==> src/rtl/dma_pkg.sv <==
package dma_pkg;

  typedef enum logic [1:0] {
    SEL_ADDR = 2'b00,
    SEL_CNT  = 2'b01,
    SEL_CTRL = 2'b10,
    SEL_NONE = 2'b11
  } reg_sel_e;

  typedef enum logic {
    ST_IDLE = 1'b0,
    ST_OWN  = 1'b1
  } seq_state_e;

  localparam int unsigned CTRL_DIR   = 0;
  localparam int unsigned CTRL_BURST = 1;
  localparam int unsigned CTRL_START = 2;
  localparam int unsigned CTRL_W     = 3;

endpackage

==> src/rtl/dma_regs.sv <==
module dma_regs
  import dma_pkg::*;
#(
  parameter int unsigned ADDR_W = 16,
  parameter int unsigned CNT_W  = 16,
  parameter int unsigned DATA_W = 16
) (
  input  logic              clk,
  input  logic              rst_n,
  input  logic              cs_i,
  input  logic [1:0]        sel_i,
  input  logic              we_i,
  input  logic [DATA_W-1:0] wdata_i,
  output logic [DATA_W-1:0] rdata_o,
  input  logic              step_i,
  input  logic              finish_i,
  output logic [ADDR_W-1:0] addr_o,
  output logic [CNT_W-1:0]  cnt_o,
  output logic              dir_o,
  output logic              burst_o,
  output logic              start_o,
  output logic              irq_o
);

  logic [ADDR_W-1:0] addr_q, addr_d;
  logic [CNT_W-1:0]  cnt_q, cnt_d;
  logic              dir_q, dir_d, burst_q, burst_d, start_q, start_d;
  logic              irq_q, irq_d;
  logic              addr_wr, cnt_wr, ctrl_wr;
  logic              addr_en, cnt_en, ctrl_en;

  assign addr_wr = cs_i && we_i && (reg_sel_e'(sel_i) == SEL_ADDR);
  assign cnt_wr  = cs_i && we_i && (reg_sel_e'(sel_i) == SEL_CNT);
  assign ctrl_wr = cs_i && we_i && (reg_sel_e'(sel_i) == SEL_CTRL);

  assign addr_en = addr_wr || step_i;
  assign cnt_en  = cnt_wr  || step_i;
  assign ctrl_en = ctrl_wr || finish_i;

  always_comb begin
    addr_d = addr_q;
    if (addr_wr)     addr_d = wdata_i[ADDR_W-1:0];
    else if (step_i) addr_d = addr_q + ADDR_W'(1);
  end

  always_comb begin
    cnt_d = cnt_q;
    if (cnt_wr)      cnt_d = wdata_i[CNT_W-1:0];
    else if (step_i) cnt_d = cnt_q - CNT_W'(1);
  end

  always_comb begin
    dir_d   = dir_q;
    burst_d = burst_q;
    start_d = start_q;
    irq_d   = irq_q;
    if (ctrl_wr) begin
      dir_d   = wdata_i[CTRL_DIR];
      burst_d = wdata_i[CTRL_BURST];
      start_d = wdata_i[CTRL_START];
      irq_d   = 1'b0;
    end else if (finish_i) begin
      start_d = 1'b0;
      irq_d   = 1'b1;
    end
  end

  always_ff @(posedge clk or negedge rst_n) begin
    if (!rst_n) begin
      addr_q <= '0;
    end else if (addr_en) begin
      addr_q <= addr_d;
    end
  end

  always_ff @(posedge clk or negedge rst_n) begin
    if (!rst_n) begin
      cnt_q <= '0;
    end else if (cnt_en) begin
      cnt_q <= cnt_d;
    end
  end

  always_ff @(posedge clk or negedge rst_n) begin
    if (!rst_n) begin
      dir_q   <= 1'b0;
      burst_q <= 1'b0;
      start_q <= 1'b0;
      irq_q   <= 1'b0;
    end else if (ctrl_en) begin
      dir_q   <= dir_d;
      burst_q <= burst_d;
      start_q <= start_d;
      irq_q   <= irq_d;
    end
  end

  always_comb begin
    rdata_o = '0;
    if (cs_i) begin
      case (reg_sel_e'(sel_i))
        SEL_ADDR: rdata_o[ADDR_W-1:0] = addr_q;
        SEL_CNT:  rdata_o[CNT_W-1:0]  = cnt_q;
        SEL_CTRL: rdata_o[CTRL_W-1:0] = {start_q, burst_q, dir_q};
        default:  rdata_o = '0;
      endcase
    end
  end

  assign addr_o  = addr_q;
  assign cnt_o   = cnt_q;
  assign dir_o   = dir_q;
  assign burst_o = burst_q;
  assign start_o = start_q;
  assign irq_o   = irq_q;

  AST_ADDR_STEP: assert property (@(posedge clk) disable iff (!rst_n)
    step_i && !addr_wr |=> addr_q == $past(addr_q) + ADDR_W'(1));
  AST_CNT_STEP: assert property (@(posedge clk) disable iff (!rst_n)
    step_i && !cnt_wr |=> cnt_q == $past(cnt_q) - CNT_W'(1));
  AST_DONE_IRQ: assert property (@(posedge clk) disable iff (!rst_n)
    finish_i && !ctrl_wr |=> irq_q && !start_q);
  AST_IRQ_HOLD: assert property (@(posedge clk) disable iff (!rst_n)
    irq_q && !ctrl_wr |=> irq_q);
  AST_CNT_WRITE_WINS: assert property (@(posedge clk) disable iff (!rst_n)
    cnt_wr |=> cnt_q == $past(wdata_i[CNT_W-1:0]));

endmodule

==> src/rtl/dma_seq.sv <==
module dma_seq
  import dma_pkg::*;
#(
  parameter int unsigned CNT_W = 16
) (
  input  logic             clk,
  input  logic             rst_n,
  input  logic             start_i,
  input  logic             burst_i,
  input  logic [CNT_W-1:0] cnt_i,
  input  logic             dreq_i,
  input  logic             gnt_i,
  output logic             req_o,
  output logic             fire_o,
  output logic             finish_o
);

  seq_state_e st_q, st_d;
  logic       cnt_zero, cnt_last;

  assign cnt_zero = (cnt_i == '0);
  assign cnt_last = (cnt_i == CNT_W'(1));

  assign fire_o   = (st_q == ST_OWN) && start_i && gnt_i && dreq_i && !cnt_zero;
  assign finish_o = (fire_o && cnt_last) ||
                    ((st_q == ST_IDLE) && start_i && cnt_zero);
  assign req_o    = (st_q == ST_OWN);

  always_comb begin
    st_d = st_q;
    case (st_q)
      ST_IDLE: begin
        if (start_i && dreq_i && !cnt_zero) st_d = ST_OWN;
      end
      ST_OWN: begin
        if (!start_i || cnt_zero)       st_d = ST_IDLE;
        else if (fire_o && cnt_last)    st_d = ST_IDLE;
        else if (fire_o && !burst_i)    st_d = ST_IDLE;
      end
      default: st_d = ST_IDLE;
    endcase
  end

  always_ff @(posedge clk or negedge rst_n) begin
    if (!rst_n) begin
      st_q <= ST_IDLE;
    end else begin
      st_q <= st_d;
    end
  end

  AST_STEAL_RELEASE: assert property (@(posedge clk) disable iff (!rst_n)
    fire_o && !burst_i |=> !req_o);
  AST_BURST_HOLD: assert property (@(posedge clk) disable iff (!rst_n)
    fire_o && burst_i && !cnt_last |=> req_o);
  AST_LAST_RELEASE: assert property (@(posedge clk) disable iff (!rst_n)
    fire_o && cnt_last |=> !req_o);
  AST_ZERO_NO_REQ: assert property (@(posedge clk) disable iff (!rst_n)
    !req_o && cnt_zero |=> !req_o);

endmodule

==> src/rtl/dma_xfer_ctrl.sv <==
module dma_xfer_ctrl
  import dma_pkg::*;
#(
  parameter int unsigned ADDR_W = 16,
  parameter int unsigned CNT_W  = 16,
  parameter int unsigned DATA_W = 16
) (
  input  logic              clk,
  input  logic              rst_n,
  input  logic              cfg_cs_i,
  input  logic [1:0]        cfg_rs_i,
  input  logic              cfg_we_i,
  input  logic [DATA_W-1:0] cfg_wdata_i,
  output logic [DATA_W-1:0] cfg_rdata_o,
  input  logic              dev_req_i,
  output logic              dev_ack_o,
  output logic              bus_req_o,
  input  logic              bus_gnt_i,
  output logic              bus_drive_o,
  output logic [ADDR_W-1:0] mem_addr_o,
  output logic              mem_rd_o,
  output logic              mem_wr_o,
  output logic              irq_o
);

  logic [ADDR_W-1:0] addr;
  logic [CNT_W-1:0]  cnt;
  logic              dir, burst, start;
  logic              req, fire, finish, owned;

  dma_regs #(
    .ADDR_W (ADDR_W),
    .CNT_W  (CNT_W),
    .DATA_W (DATA_W)
  ) u_regs (
    .clk      (clk),
    .rst_n    (rst_n),
    .cs_i     (cfg_cs_i),
    .sel_i    (cfg_rs_i),
    .we_i     (cfg_we_i),
    .wdata_i  (cfg_wdata_i),
    .rdata_o  (cfg_rdata_o),
    .step_i   (fire),
    .finish_i (finish),
    .addr_o   (addr),
    .cnt_o    (cnt),
    .dir_o    (dir),
    .burst_o  (burst),
    .start_o  (start),
    .irq_o    (irq_o)
  );

  dma_seq #(
    .CNT_W (CNT_W)
  ) u_seq (
    .clk      (clk),
    .rst_n    (rst_n),
    .start_i  (start),
    .burst_i  (burst),
    .cnt_i    (cnt),
    .dreq_i   (dev_req_i),
    .gnt_i    (bus_gnt_i),
    .req_o    (req),
    .fire_o   (fire),
    .finish_o (finish)
  );

  assign owned       = req && bus_gnt_i;
  assign bus_req_o   = req;
  assign bus_drive_o = owned;
  assign mem_addr_o  = owned ? addr : '0;
  assign mem_wr_o    = fire && !dir;
  assign mem_rd_o    = fire && dir;
  assign dev_ack_o   = fire;

  AST_STROBE_OWNED: assert property (@(posedge clk) disable iff (!rst_n)
    (mem_rd_o || mem_wr_o) |-> bus_drive_o && bus_gnt_i);
  AST_ONE_STROBE: assert property (@(posedge clk) disable iff (!rst_n)
    $countones({mem_rd_o, mem_wr_o}) <= 1);

endmodule

==> config.mk <==
export PLATFORM = sky130hd
export DESIGN_NAME = dma_xfer_ctrl
export DESIGN_NICKNAME = d
export VERILOG_FILES = /design/src/rtl/dma_pkg.sv /design/src/rtl/dma_regs.sv /design/src/rtl/dma_seq.sv /design/src/rtl/dma_xfer_ctrl.sv
export SDC_FILE = /design/constraint.sdc
export NUM_CORES = 1
export LEC_CHECK = 0
export CAP_MARGIN = 10
export CORE_ASPECT_RATIO = 0.5
export CORE_MARGIN = 2
export CORE_UTILIZATION = 51
export DETAILED_ROUTE_END_ITERATION = 12
export DONT_BUFFER_PORTS = 1
export PLACE_DENSITY_LB_ADDON = 0.3
export SLEW_MARGIN = 20
export SYNTH_ARGS = -nofsm -noshare
export SYNTH_HDL_FRONTEND = slang
export SYNTH_SLANG_ARGS = --single-unit
==> constraint.sdc <==
create_clock -name clk -period 2 [get_ports clk]
set_input_delay 0.2 -clock clk [delete_from_list [all_inputs] [get_ports clk]]
set_output_delay 0.2 -clock clk [all_outputs]
set_load 0.02 [all_outputs]
==> results.json <==
{
  "fin_ws_ns": -0.0144,
  "end_kind": "primary output",
  "vias": 2486,
  "required_ns": 1.80,
  "p_seq_share_pct": 44.7,
  "seq_area_um2": 927,
  "hpwlAfterDp_um": 5300,
  "place_ws_ns": 0.0837,
  "grt_pass1_vias": 2230,
  "synth_warnings": 0,
  "crit_path_top_delay_cell": "or4_4",
  "nNetsFinal": 363,
  "ioPinCount": 62,
  "ys_types": 45,
  "violations": "setup timing",
  "insertion_delay_ns": 0.30,
  "outcome": "finished with violations",
  "finalHoldViolations": 0,
  "syn-cell-area_um2": 2640,
  "clock_path_buffers": 2,
  "fillers": 436,
  "synthCells": 319,
  "combinationalPowerShare_pct": 32.4,
  "slew-limit-headroom_pct": 60.1,
  "clkPwrFrac_pct": 22.9,
  "grt_pass1_wl_um": 11100,
  "ys_top_cells_by_area": "dfrtp_1 (35%), xor2_1 (7.0%), mux2i_1 (6.4%)",
  "intPower_mw": 1.60,
  "vias_per_cell": 6.11,
  "antennaDiodeCount": 0,
  "cts-root-buf": "clkbuf_8",
  "place_congestion": 0.967,
  "avgSynthCellArea_um2": 8.28,
  "io_buffers": 0,
  "area_delta_synth_final_pct": 15.5,
  "totalNegativeSetupSlack_ns": -0.0144,
  "cp_cell_sequence": "or4_4, o21ai_4, inv_2, and2_1",
  "clkTransAtPathRegs_ns": 0.08,
  "cp_max_fo": 5,
  "htree_levels": 2,
  "worst_slew_pin_slew_ns": 0.598,
  "die_area_um2": 5810,
  "cp-start-kind": "register",
  "multi_input_area_um2": 1650,
  "fin_hold_ws_ns": 0.00210,
  "grt_setup_unrepaired": "yes",
  "skew_ns": 0.0111,
  "hp-class": "input port to register",
  "drt_iter0_markers": 158,
  "track_usage_pct": 25.8,
  "cts.sinks": 37,
  "layout-drive-gt1-share_pct": 16.3,
  "synthFlopType": "dfrtp_1",
  "ys_ff_latch": 37,
  "finalCritPeriodShare_pct": 101,
  "setup_viol": 1,
  "firstDrtPassIters": 5,
  "wire_per_inst_um": 17.9,
  "wirelength_um": 7270,
  "arrival_ns": 1.81,
  "rows": 18,
  "antenna_found_initial": 0,
  "leakage_nw": 1.27,
  "antenna_left": 0,
  "coreArea_um2": 4950,
  "power.density_nw_per_um2": 851,
  "die_w_um": 106,
  "peakVddDrop_v": 0.000427,
  "syn_nets": 346,
  "initial_utilization_pct": 53.3,
  "yosysSeqAreaShare_pct": 35.1,
  "drc": 0,
  "cts-buffers-inserted": 5,
  "cap_violations": 0,
  "postSynth.asyncResetShare_pct": 100,
  "yosys.area.top_type_share_pct": 35.1,
  "slowest_delay_ns": 0.61,
  "yosys.area.top_type": "dfrtp_1",
  "swShare_pct": 38.2,
  "die_y_um": 54.9,
  "timing.fmax_ghz": 0.496,
  "cts_tree": "built",
  "grt_max_degree": 38,
  "synth_common_cells": "dfrtp_1 (37), nor2_1 (37), nand2_1 (30)",
  "min_period_ns": 2.01,
  "worst-setup-path-type": "register to primary output",
  "overflow": 0,
  "synth_edf_count": 0,
  "slew_violations": 0,
  "power_switching_mw": 0.990
}
[cells by family (layout without fill, tap and decap cells)]
logic type,after synthesis,in the layout,synth area share (%)
muxes,20,20,7.72
and+or+nand+nor,140,140,27.4
buffers and inverters,30,48,4.74
AOI/OAI and AO/OA,64,64,15.4
adders and majority gates,3,3,1.42
xor gates and xnor gates,25,25,8.29
DFF,37,37,35.1
[power groups by stage]
stage / clock network, mW / logic, mW / registers, mW
floorplan: 0 / 0.552 / 1.11
global placement: 0 / 0.739 / 1.15
detailed placement: 0 / 0.758 / 1.15
CTS: 0.601 / 0.830 / 1.15
global route: 0.620 / 0.928 / 1.19
finish: 0.594 / 0.842 / 1.16
[metrics by stage]
stage / std cells / total power [mW] / util, % / area, um2
detailed placement: 386 / 1.91 / 56.2 / 2780
CTS: 404 / 2.58 / 61.0 / 3020
global placement: 386 / 1.88 / 56.2 / 2780
global route: 407 / 2.73 / 61.6 / 3050
floorplan: 319 / 1.66 / - / 2640
finish: 407 / 2.60 / 61.6 / 3050
[path summary, 6_finish.rpt]
kind                                                  start                           end  slack (ns)  cells after the start
worst max-delay path            u_regs.cnt_o[3]$_DFFE_PN0P_                      mem_rd_o       -0.01                      4
worst min-delay path                              dev_req_i         u_seq.req_o$_DFF_PN0_       0.002                      1
worst max register to register  u_regs.cnt_o[6]$_DFFE_PN0P_  u_regs.cnt_o[15]$_DFFE_PN0P_        0.05                      6
worst min register to register   u_regs.burst_o$_DFFE_PN0P_    u_regs.burst_o$_DFFE_PN0P_        0.55                      1
max in group asynchronous                             rst_n   u_regs.cnt_o[0]$_DFFE_PN0P_        1.40                      2
min in group asynchronous                             rst_n   u_regs.cnt_o[8]$_DFFE_PN0P_        0.39                      2
[registers in the layout, summed over array words and instances (netlist names)]
register	flops
u_seq.req_o	1
u_regs.dir_o	1
u_regs.irq_o	1
u_regs.start_o	1
u_regs.cnt_o	16
u_regs.addr_o	16
u_regs.burst_o	1
[timing repair]
action,CTS,global route
setup endpoints to repair,3,11
hold buffers,4,0
pin swaps,4,3
resized for setup,8,2
setup buffers,6,3
hold endpoints to repair,38,0
[layout by cell type, fill, tap and decap left out, drive strengths merged, types with 6 or more instances in the layout]
cell / instances
a21oi: 11
and3: 21
buf: 28
clkbuf: 7
dfrtp: 37
inv: 9
mux2i: 17
nand2: 30
nand3: 13
nand4: 6
nor2: 37
nor3: 10
o2111ai: 7
o211ai: 6
o21ai: 32
xor2: 21
[final cells by class]
class / instances / area share [%]
clock buffers: 7 / 3.16
multi-input cells: 252 / 54.0
repair buffers: 31 / 8.29
inverters: 9 / 1.11
well taps: 70 / 2.87
flip-flops and latches: 37 / 30.4
clock inverters: 1 / 0.164
[worst max-delay path, delay by kind of cell (launching register included)]
family | cells | cell delay, ns
flip-flops | 1 | 0.41
AND/OR/NAND/NOR | 2 | 0.84
AO/OA/AOI/OAI | 1 | 0.20
buffers and inverters | 1 | 0.07
[per-layer routing]
metal	up-vias	track usage [%]	share of wire [%]
met1	1183	33.9	44
met3	9	6.90	9.1
li1	1180	-	-
met2	114	42.4	46
met4	0	8.77	1.2
met5	-	0	0
Power figures use the tool's default switching activity.
